### src/rtl/asi_pkg.sv
package asi_pkg;
  localparam int unsigned ASI_W = 8;
  typedef logic [ASI_W-1:0] asi_t;

  localparam asi_t ASI_PRI    = 8'h80;
  localparam asi_t ASI_PRI_LE = 8'h88;
  localparam asi_t ASI_NUC    = 8'h04;
  localparam asi_t ASI_NUC_LE = 8'h0C;
  localparam asi_t ASI_RST    = 8'h00;

  typedef enum logic [1:0] {
    SRC_IMPL = 2'd0,
    SRC_IMM  = 2'd1,
    SRC_REG  = 2'd2
  } asi_src_e;

  typedef struct packed {
    asi_t asi;
    logic little;
    logic priv_exc;
  } asi_res_t;
endpackage

### src/rtl/asi_source_mux.sv
module asi_source_mux
  import asi_pkg::*;
#(
  parameter asi_t PRI    = ASI_PRI,
  parameter asi_t PRI_LE = ASI_PRI_LE,
  parameter asi_t NUC    = ASI_NUC,
  parameter asi_t NUC_LE = ASI_NUC_LE
) (
  input  logic     alt_i,
  input  logic     imm_sel_i,
  input  asi_t     imm_asi_i,
  input  asi_t     asi_reg_i,
  input  logic     nucleus_i,
  input  logic     dflt_le_i,
  input  logic     ifetch_i,
  output asi_t     asi_o,
  output asi_src_e src_o
);
  logic impl_le;
  asi_t impl_asi;

  // fetches never pick up the little-endian default
  assign impl_le = dflt_le_i & ~ifetch_i;

  always_comb begin
    if (nucleus_i) impl_asi = impl_le ? NUC_LE : NUC;
    else           impl_asi = impl_le ? PRI_LE : PRI;
  end

  always_comb begin
    if (ifetch_i || !alt_i) src_o = SRC_IMPL;
    else if (imm_sel_i)     src_o = SRC_REG;
    else                    src_o = SRC_IMM;
  end

  always_comb begin
    unique case (src_o)
      SRC_IMM: asi_o = imm_asi_i;
      SRC_REG: asi_o = asi_reg_i;
      default: asi_o = impl_asi;
    endcase
  end
endmodule

### src/rtl/asi_attr_decode.sv
module asi_attr_decode
  import asi_pkg::*;
#(
  parameter asi_t PRI_LE = ASI_PRI_LE,
  parameter asi_t NUC_LE = ASI_NUC_LE
) (
  input  asi_t     asi_i,
  input  asi_src_e src_i,
  input  logic     priv_i,
  input  logic     ifetch_i,
  output asi_res_t res_o
);
  localparam int unsigned RESTR_BIT = ASI_W - 1;

  logic le_code;
  logic restricted;

  assign le_code    = (asi_i == PRI_LE) || (asi_i == NUC_LE);
  assign restricted = ~asi_i[RESTR_BIT];

  always_comb begin
    res_o.asi      = asi_i;
    res_o.little   = le_code & ~ifetch_i;
    res_o.priv_exc = (src_i != SRC_IMPL) & restricted & ~priv_i;
  end
endmodule

### src/rtl/asi_sel_check.sv
module asi_sel_check
  import asi_pkg::*;
#(
  parameter asi_t PRI    = ASI_PRI,
  parameter asi_t PRI_LE = ASI_PRI_LE,
  parameter asi_t NUC    = ASI_NUC,
  parameter asi_t NUC_LE = ASI_NUC_LE
) (
  input  logic       clk_i,
  input  logic       rst_ni,
  input  logic       alt_i,
  input  logic       imm_sel_i,
  input  logic [7:0] imm_asi_i,
  input  logic [7:0] asi_reg_i,
  input  logic       nucleus_i,
  input  logic       dflt_le_i,
  input  logic       priv_i,
  input  logic       ifetch_i,
  output logic [7:0] asi_o,
  output logic       little_o,
  output logic       priv_exc_o
);
  asi_t     sel_asi;
  asi_src_e sel_src;
  asi_res_t res_d, res_q;

  asi_source_mux #(
    .PRI(PRI), .PRI_LE(PRI_LE), .NUC(NUC), .NUC_LE(NUC_LE)
  ) u_mux (
    .alt_i     (alt_i),
    .imm_sel_i (imm_sel_i),
    .imm_asi_i (imm_asi_i),
    .asi_reg_i (asi_reg_i),
    .nucleus_i (nucleus_i),
    .dflt_le_i (dflt_le_i),
    .ifetch_i  (ifetch_i),
    .asi_o     (sel_asi),
    .src_o     (sel_src)
  );

  asi_attr_decode #(
    .PRI_LE(PRI_LE), .NUC_LE(NUC_LE)
  ) u_dec (
    .asi_i    (sel_asi),
    .src_i    (sel_src),
    .priv_i   (priv_i),
    .ifetch_i (ifetch_i),
    .res_o    (res_d)
  );

  always_ff @(posedge clk_i or negedge rst_ni) begin
    if (!rst_ni) begin
      res_q <= '{asi: ASI_RST, little: 1'b0, priv_exc: 1'b0};
    end else begin
      res_q <= res_d;
    end
  end

  assign asi_o      = res_q.asi;
  assign little_o   = res_q.little;
  assign priv_exc_o = res_q.priv_exc;
endmodule

### config.mk
export PLATFORM = sky130hd
export DESIGN_NAME = asi_sel_check
export DESIGN_NICKNAME = d
export VERILOG_FILES = /design/src/rtl/asi_pkg.sv /design/src/rtl/asi_source_mux.sv /design/src/rtl/asi_attr_decode.sv /design/src/rtl/asi_sel_check.sv
export SDC_FILE = /design/constraint.sdc
export NUM_CORES = 1
export LEC_CHECK = 0
export BUFFER_PORTS_ARGS = -buffer_cell sky130_fd_sc_hd__buf_2
export CAP_MARGIN = 20
export CORE_UTILIZATION = 35
export CTS_BUF_LIST = sky130_fd_sc_hd__clkbuf_16
export DETAILED_ROUTE_END_ITERATION = 16
export PLACE_DENSITY = 0.8
export SETUP_SLACK_MARGIN = 0.1
export SLEW_MARGIN = 10
export SYNTH_ARGS = -nofsm -noshare
export SYNTH_HDL_FRONTEND = slang
export SYNTH_SLANG_ARGS = --single-unit
### constraint.sdc
create_clock -name clk_i -period 1.1 [get_ports clk_i]
set_input_delay 0.11 -clock clk_i [delete_from_list [all_inputs] [get_ports clk_i]]
set_output_delay 0.11 -clock clk_i [all_outputs]
set_load 0.005 [all_outputs]
==> Word-level counts from Yosys, hierarchy flattened <==
Cells that the tools add are included.
{ "word_totals": {"regBits": 10, "out_inout_bits": 10} }
{ "op_classes": {"n_reduce_logical": 4, "n_mux": 6, "n_eq_ne": 4, "bitwise_logic": 7} }
{ "op_table": {"columns": ["cell", "n"], "rows": [
  ["$pmux W8 S2", 1],
  ["$eq A8 B4 Y1 const B", 1],
  ["$eq A8 B8 Y1 const B", 1],
  ["$mux W4", 2],
  ["$mux W8", 1],
  ["$and A1 B1 Y1", 4],
  ["$mux W2", 2],
  ["$not A1 Y1", 3],
  ["$eq A2 B1 Y1 const B", 1],
  ["$eq A2 B2 Y1 const B", 1],
  ["$logic_or A1 B1 Y1", 2],
  ["$reduce_bool A2 Y1", 1],
  ["$logic_not A1 Y1", 1]
]} }

==> Longest topological paths before layout <==
Gate-level depths: netlist of the first run.
{ "logic_depth": {"depth_word": 8, "depth_mapped": 5} }

==> Modules after synthesis <==
From an unflattened synthesis of the first run, not the netlist that was laid out.
{ "hier_totals": {"hier_cells": 47, "hier_area_um2": 518.0} }
{ "by_module_without_submodules": {"columns": ["module", "n_inst", "seq_area_each_um2", "cells_per_inst", "area_each_um2"], "rows": [
  ["asi_sel_check", 1, 250.2, 10, 250.2],
  ["asi_source_mux", 1, 0.0, 23, 170.2],
  ["asi_attr_decode", 1, 0.0, 14, 97.6]
]} }

==> Least setup slack after synthesis of the first run <==
No wires, ideal clock.
{ "synth_timing": {"kind": "input -> register", "from": "input port imm_sel_i", "to": "register res_q (netlist bit little_o)", "setup_time_ns": 0.120, "t_required_ns": 0.980, "arrival_time_ns": 0.976, "stages": 5, "slack_ns": 0.003, "path_cell_list": "buf_4 > mux2i_1 > mux2i_4 > xnor2_1 > and4_1"} }
{ "synth_lines": {"columns": ["item", "line", "rtl"], "rows": [
  ["start: declaration", "asi_sel_check.sv:12", "input logic imm_sel_i,"],
  ["end signal: assignment", "asi_sel_check.sv:53", "res_q <= '{asi: ASI_RST, little: 1'b0, priv_exc: 1'b0};"],
  ["end signal: assignment", "asi_sel_check.sv:55", "res_q <= res_d;"],
  ["end: declaration", "asi_sel_check.sv:25", "asi_res_t res_d, res_q;"]
]} }

==> flow_summary.json, run 1 <==
{
  "maxCapViolCount": 0,
  "fin_nets": 109,
  "fmax_mhz": 1080,
  "cts_root_buffer": "clkbuf_16",
  "grt_max_degree": 11,
  "max-slew-margin-rel": 0.793,
  "ys_seq_area_frac": 0.513,
  "status": "completed",
  "synth_top_area_cell": "dfrtp_1",
  "antenna_found_initial": 0,
  "setup.worst_path.end_class": "flip-flop",
  "yosysWarnings": 0,
  "setup_viol": 0,
  "finalHoldViolations": 0,
  "drt-initial-drc-count": 7,
  "drive_above_1_share": 0.602,
  "cellLeakagePower_uw": 0.000466,
  "path_clk_slew_ns": 0.04,
  "fp.dieH_um": 39.3,
  "grt_pass1_vias": 434,
  "cts_tree": "yes",
  "gp_congestion": 0.761,
  "utilization": 0.637,
  "cts_htree_levels": 1,
  "crit_path_max_fanout": 10,
  "design_area_um2": 828,
  "rows": 13,
  "clk_path_buf_depth": 2,
  "drtPass1Iterations": 4,
  "io_pins": 34,
  "viasPerCell": 4.74,
  "min_path_cells": 2,
  "drcViolationCount": 0,
  "netlist_area_um2": 488,
  "layout_common_cells": "buf_2, dfrtp_1, buf_4",
  "fillers": 111,
  "ys_ff_latch": 10,
  "min_path_type": "in -> reg",
  "dpl-instance-area_um2": 737,
  "vias": 465,
  "routed_wl_um": 1080,
  "whs_endpoint": "priv_exc_o",
  "yosysTopAreaCellShare": 0.513,
  "avgSynthCellArea_um2": 12.2,
  "power.density_nw_per_um2": 1440,
  "die_x_um": 39.3,
  "syn_nets": 64,
  "max_slew.worst_pin.slew_ns": 0.308,
  "grt_pass1_wl_um": 1650,
  "clkSinkCount": 10,
  "area.growth.synth_to_final_pct": 69.7,
  "fin_crit_ns": 0.929,
  "finalCritPeriodShare": 0.844,
  "wl_per_cell_um": 11.1,
  "core_um2": 1300,
  "hold_slack_ns": 0.0525,
  "crit_type": "in -> reg",
  "vdd_drop_max_v": 0.000706,
  "rsz0062_at_grt": "false",
  "synth.top_cells.by_area": "dfrtp_1, mux2i_1, nor2_1",
  "maxSlewViolCount": 0,
  "dpl.hpwl_um": 886,
  "critPathRequiredTime_ns": 1.26,
  "port_buffers": 33,
  "multiInputGateArea_um2": 226,
  "track_usage": 0.169,
  "dieArea_um2": 1550,
  "hold_start": "priv_i",
  "final_common_cell": "buf_2",
  "cts_buffers": 3,
  "synthCells": 40,
  "post_cts_buffers": 0,
  "crit_arrival_ns": 1.09,
  "start_util": 0.375,
  "startpoint_type": "input port",
  "seq_area_um2": 250,
  "n_antenna_cell": 0,
  "final_antenna_net_count": 0,
  "grt_overflow_total": 0,
  "yosysUniqueCellTypes": 17
}
[metal layers]
metal,global-route usage,vias to the layer above,part of all wire
met1,0.166,213,0.36
met3,0.0170,2,0.061
met2,0.304,26,0.56
met4,0.155,0,0.018
li1,-,224,-
met5,0,-,0
[power breakdown]
group	internal, uW	switching (uW)
Sequential	389	3.66
Combinational	112	79.0
Clock	469	142
Total	970	224
[synth_stat cells (all sizes together)]
library cell / number
a211o: 1
a211oi: 1
and2b: 1
and4: 1
buf: 2
dfrtp: 10
inv: 2
mux2: 1
mux2i: 9
nand2b: 1
nor2: 7
nor3: 1
nor3b: 1
nor4: 1
xnor2: 1
[kinds of logic after synthesis]
logic type | Yosys count | share of synthesized area
xor+xnor | 1 | 0.0180
buf+inv | 4 | 0.0539
flops | 10 | 0.513
mux | 10 | 0.241
simple gates | 13 | 0.138
compound gates | 2 | 0.0359
[final cells by class]
type	count	share of cell area
Sequential cell	10	0.302
Multi-Input combinational cell	26	0.273
Clock buffer	3	0.0906
Timing Repair Buffer	42	0.302
Inverter	2	0.00906
Tap cell	15	0.0227
[flip-flops by register name, summed over array words and instances (netlist names)]
signal      count
asi_o           8
little_o        1
priv_exc_o      1
[timing repair]
| item | 4_1_cts | 5_1_grt |
|---|---|---|
| hold buffers | 1 | 0 |
| resized for setup | 0 | 3 |
| hold endpoints to repair | 10 | 0 |
| endpoints found under the setup margin | 0 | 1 |
[worst max path at each step]
| stage | slack [ns] | cells after the start | startpoint | endpoint |
|---|---|---|---|---|
| 6_report | 0.17 | 5 | imm_sel_i | little_o |
| 5_1_grt | 0.1 | 5 | imm_sel_i | little_o |
| 4_1_cts | 0.10 | 5 | imm_sel_i | little_o |
| 3_5_place_dp | -0.13 | 5 | imm_sel_i | little_o |
| 3_3_place_gp | -0.09 | 5 | imm_sel_i | little_o |
| 2_1_floorplan | 0.05 | 5 | ifetch_i | little_o |
[critical path: stages]
cell and delay (ns):
buf_4 0.18, mux2i_2 0.25, and2b_1 0.20, nor4_1 0.15, and4_1 0.21
[stage by stage]
step,setup WS [ns],setup TNS [ns],power (uW),cells
after global placement,-0.0918,-0.0918,578,94
after floorplan,0.0508,0,482,40
after global routing,0.0983,0,1260,98
final,0.171,0,1190,98
after CTS,0.101,0,1200,98
after detailed placement,-0.134,-0.134,584,94
(Power assumes the default switching activity.)
==> run 2, diff against run 1 <==
CORE_UTILIZATION = 34   (was 35)
PLACE_DENSITY = 0.81   (was 0.8)
clock period = 0.8 ns   (was 1.1 ns; I/O delays follow)
==> run 2 against run 1 <==
Net effect:
- the flow now finishes with violations (negative setup slack)
- global-route usage down 0.89 points
- wire length up 7.0%
- core utilization is 2.6 points higher
- first-iteration DRC count down 71%
- die area rose by 2.8%
- sequential power up 38%
- total power up 43%
- via count stayed put
- largest cell class is now non-clock buffers
==> flow_summary.json, run 2 (synthesis gave the netlist of run 1 again) <==
{
  "setup_viol": 3,
  "drive_above_1_share": 0.644,
  "fin_tns_setup_ns": -0.0529,
  "power.density_nw_per_um2": 1950,
  "fmax_mhz": 1190,
  "path_clk_slew_ns": 0.04,
  "cellLeakagePower_uw": 0.000483,
  "critPathRequiredTime_ns": 0.92,
  "core_um2": 1320,
  "fillers": 101,
  "utilization": 0.663,
  "drcViolationCount": 0,
  "drt-initial-drc-count": 2,
  "rows": 13,
  "track_usage": 0.160,
  "drtPass1Iterations": 2,
  "maxSlewViolCount": 0,
  "wl_per_cell_um": 11.4,
  "clkSinkCount": 10,
  "cts_htree_levels": 1,
  "cp-startpoint": "ifetch_i",
  "grt_pass1_wl_um": 1680,
  "die_x_um": 39.9,
  "finalHoldViolations": 0,
  "maxCapViolCount": 0,
  "fin_crit_ns": 0.842,
  "max-slew-margin-rel": 0.842,
  "design_area_um2": 873,
  "largest_register_ffs": 8,
  "final_common_cell": "buf_2",
  "dieArea_um2": 1590,
  "final_antenna_net_count": 0,
  "startpoint_type": "input port",
  "finalWorstSetupSlack_ns": -0.0416,
  "cts_root_buffer": "clkbuf_16",
  "grt_pass1_vias": 402,
  "cts_tree": "yes",
  "area.growth.synth_to_final_pct": 79.0,
  "fin_nets": 112,
  "critPathSlowestCell": "mux2_4",
  "rsz0062_at_grt": "true",
  "viasPerCell": 4.56,
  "start_util": 0.370,
  "crit_type": "in -> reg",
  "cp_top_family": "simple AND/OR/NAND/NOR gates",
  "vdd_drop_max_v": 0.00103,
  "antenna_found_initial": 0,
  "vias": 465,
  "n_antenna_cell": 0,
  "grt_max_degree": 11,
  "crit_arrival_ns": 0.97,
  "crit_end": "little_o",
  "dp_slack_ns": -0.340,
  "seq_area_um2": 250,
  "max_stage_delay_ns": 0.32,
  "min_path_type": "in -> reg",
  "violations": "negative setup slack",
  "setup.worst_path.end_class": "flip-flop",
  "dpl-instance-area_um2": 739,
  "port_buffers": 33,
  "status": "finished, violations left",
  "multiInputGateArea_um2": 241,
  "io_pins": 34,
  "crit_chain": "buf_2 > nand2b_4 > mux2_4 > xnor2_1 > and4_1",
  "critPathBufInv": 1,
  "cts_buffers": 3,
  "finalCritPeriodShare": 1.05,
  "grt_overflow_total": 0,
  "max_slew.worst_pin.slew_ns": 0.232,
  "cp.depth": 5,
  "clk_path_buf_depth": 2,
  "crit_path_max_fanout": 5,
  "routed_wl_um": 1160,
  "fp.dieH_um": 39.9,
  "layout_common_cells": "buf_2, dfrtp_1, buf_4",
  "gp_congestion": 0.716
}
run 2: metal layers:
layer  part of all wire  routed length, um  track usage  vias to the layer above
met2               0.50                578        0.278                       21
met3              0.052                 60            0                        3
met5                  0                  0            0                        -
met1               0.43                500        0.200                      208
li1                   -                  -            -                      233
met4              0.018                 21       0.0776                        0
run 2: worst min path at each step:
stage                     depth (start not counted)    from         end  slack [ns]
final                                             2  priv_i  priv_exc_o        0.01
after global routing                              2  priv_i  priv_exc_o       0.001
after CTS                                         2  priv_i  priv_exc_o       0.002
after detailed placement                          1  rst_ni  priv_exc_o       -0.06
after global placement                            1  rst_ni  priv_exc_o       -0.06
after floorplan                                   0  rst_ni    asi_o[0]       -0.22
run 2: what timing repair did:
item	CTS	global route
resized for setup	2	7
hold endpoints to repair	10	0
pin swaps	1	0
setup buffers	0	1
hold buffers	1	0
setup endpoints to repair	12	12
run 2: area by class of cell:
type / instances / area share
Timing Repair Buffer: 45 / 0.317
Clock inverter: 1 / 0.00430
Tap cell: 15 / 0.0215
Clock buffer: 3 / 0.0860
Inverter: 2 / 0.00860
Sequential cell: 10 / 0.287
Multi-Input combinational cell: 26 / 0.277
run 2: stage by stage:
| step | hold slack, ns | power, uW | std cells |
|---|---|---|---|
| final | 0.0113 | 1700 | 102 |
| after global routing | 0.00136 | 1770 | 102 |
| after CTS | 0.00249 | 1690 | 101 |
| after detailed placement | -0.0569 | 800 | 96 |
| after global placement | -0.0645 | 794 | 96 |
| after floorplan | -0.216 | 663 | 40 |
run 2: power breakdown:
part / internal [uW] / leakage, uW / switching [uW]
combinational: 174 / 0.000313 / 115
sequential: 534 / 0.000131 / 6.41
clock: 654 / 0.0000385 / 221
total: 1360 / 0.000483 / 343
==> run 3, diff against run 2 <==
BUFFER_PORTS_ARGS = -buffer_cell sky130_fd_sc_hd__buf_4   (was -buffer_cell sky130_fd_sc_hd__buf_2)
==> run 3 against run 2 <==
Net effect:
- the run still ends with negative setup slack left
- core utilization rose by 10 points
- via count unchanged
- clock power shrank 3.3%
- total power increased by 3.7%
- combinational power increased by 30%
- sequential cell count unchanged
==> flow_summary.json, run 3 (synthesis gave the netlist of run 1 again) <==
{
  "grt_pass1_wl_um": 2010,
  "vdd_drop_max_v": 0.000968,
  "status": "finished, violations left",
  "cp_top_family": "simple AND/OR/NAND/NOR gates",
  "fmax_mhz": 1100,
  "rsz0062_at_grt": "true",
  "finalCritPeriodShare": 1.13,
  "min_path_cells": 2,
  "utilization": 0.764,
  "dpl-instance-area_um2": 815,
  "setup.worst_path.end_class": "flip-flop",
  "io_pins": 34,
  "clk_path_buf_depth": 2,
  "power.share.switching": 0.195,
  "drive_above_1_share": 0.655,
  "dp.cells": 95,
  "design_area_um2": 1010,
  "final_antenna_net_count": 0,
  "grt_max_degree": 11,
  "crit_chain": "buf_6 > nand2b_4 > mux2_4 > xnor2_2 > and4_1",
  "fin_nets": 113,
  "vias": 465,
  "hold_slack_ns": 0.00640,
  "startpoint_type": "input port",
  "antenna_found_initial": 0,
  "whs_endpoint": "priv_exc_o",
  "max_slew.worst_pin.slew_ns": 0.233,
  "final_common_cell": "buf_4",
  "critPathRequiredTime_ns": 0.92,
  "area.growth.synth_to_final_pct": 106,
  "fin_tns_setup_ns": -0.113,
  "cellLeakagePower_uw": 0.000524,
  "critPathSlowestCell": "mux2_4",
  "largest_register_ffs": 8,
  "max-slew-margin-rel": 0.842,
  "min_path_type": "in -> reg",
  "internal_power_uw": 1420,
  "fin_crit_ns": 0.908,
  "viasPerCell": 4.56,
  "maxSlewViolCount": 0,
  "start_util": 0.370,
  "clkSinkCount": 10,
  "p_seq_frac": 0.310,
  "fp.dieH_um": 39.9,
  "max_stage_delay_ns": 0.34,
  "p_clk_frac": 0.478,
  "routed_wl_um": 1470,
  "layout_common_cells": "buf_4, buf_6, dfrtp_1",
  "finalHoldViolations": 0,
  "cts_tree": "yes",
  "critPathBufInv": 1,
  "port_buffers": 33,
  "grt_overflow_total": 0,
  "rows": 13,
  "pwr-share-comb": 0.212,
  "hold_start": "priv_i",
  "wl_per_cell_um": 14.5,
  "path_clk_slew_ns": 0.04,
  "cts_root_buffer": "clkbuf_16",
  "core_um2": 1320,
  "violations": "negative setup slack",
  "crit_type": "in -> reg",
  "setup_viol": 2,
  "crit_arrival_ns": 1.03,
  "cts_htree_levels": 1,
  "n_antenna_cell": 0,
  "gp_congestion": 0.691,
  "die_x_um": 39.9,
  "drcViolationCount": 0,
  "finalWorstSetupSlack_ns": -0.108,
  "power.density_nw_per_um2": 1760,
  "stdcell_count": 102,
  "track_usage": 0.198,
  "maxCapViolCount": 0,
  "drtPass1Iterations": 4,
  "p_sw_uw": 345,
  "crit_path_max_fanout": 5,
  "dieArea_um2": 1590,
  "grt_pass1_vias": 464,
  "cts_buffers": 3,
  "drt-initial-drc-count": 5
}
-- run 3: how the worst max path moves through the flow --
| stage | from | end | slack, ns | cells after the start |
|---|---|---|---|---|
| finish | ifetch_i | little_o | -0.11 | 5 |
| global route | ifetch_i | little_o | -0.12 | 5 |
| CTS | ifetch_i | little_o | -0.07 | 5 |
| detailed placement | ifetch_i | little_o | -0.32 | 5 |
| global placement | ifetch_i | little_o | -0.31 | 5 |
| floorplan | ifetch_i | little_o | -0.22 | 5 |
-- run 3: power groups by stage --
| stage | registers, uW | logic (uW) | clock network (uW) |
|---|---|---|---|
| 6_report | 548 | 375 | 846 |
| 4_1_cts | 548 | 333 | 857 |
| 2_1_floorplan | 552 | 111 | 0 |
| 5_1_grt | 549 | 404 | 889 |
| 3_5_place_dp | 549 | 301 | 0 |
| 3_3_place_gp | 547 | 294 | 0 |
-- run 3: per-stage QoR --
step                      setup WS (ns)  total power, uW
final                            -0.108             1770
after global routing             -0.117             1840
after CTS                       -0.0658             1740
after detailed placement         -0.316              850
after global placement           -0.307              841
after floorplan                  -0.219              663
-- run 3: final cells by class --
type | count | area, um2
Inverter | 2 | 7.51
Tap cell | 15 | 18.8
Fill cell | 81 | 310
Multi-Input combinational cell | 26 | 254
Clock buffer | 3 | 75.1
Timing Repair Buffer | 46 | 402
Sequential cell | 10 | 250
-- run 3: repair_timing --
item                                    4_1_cts  5_1_grt
buffers inserted                              2        1
pin swaps                                     1        2
resized for setup                            11        8
endpoints found under the setup margin       12       14
endpoints found under the hold margin        10        0
cloned                                        0        0
hold buffers                                  1        0
-- run 3: layer usage --
metal / wire (um) / part of all wire / track usage / vias to the layer above
met1: 579 / 0.39 / 0.209 / 212
met2: 827 / 0.56 / 0.375 / 20
li1: - / - / - / 231
met5: 0 / 0 / 0 / -
met4: 6 / 0.0041 / 0.103 / 0
met3: 62 / 0.042 / 0.0170 / 2
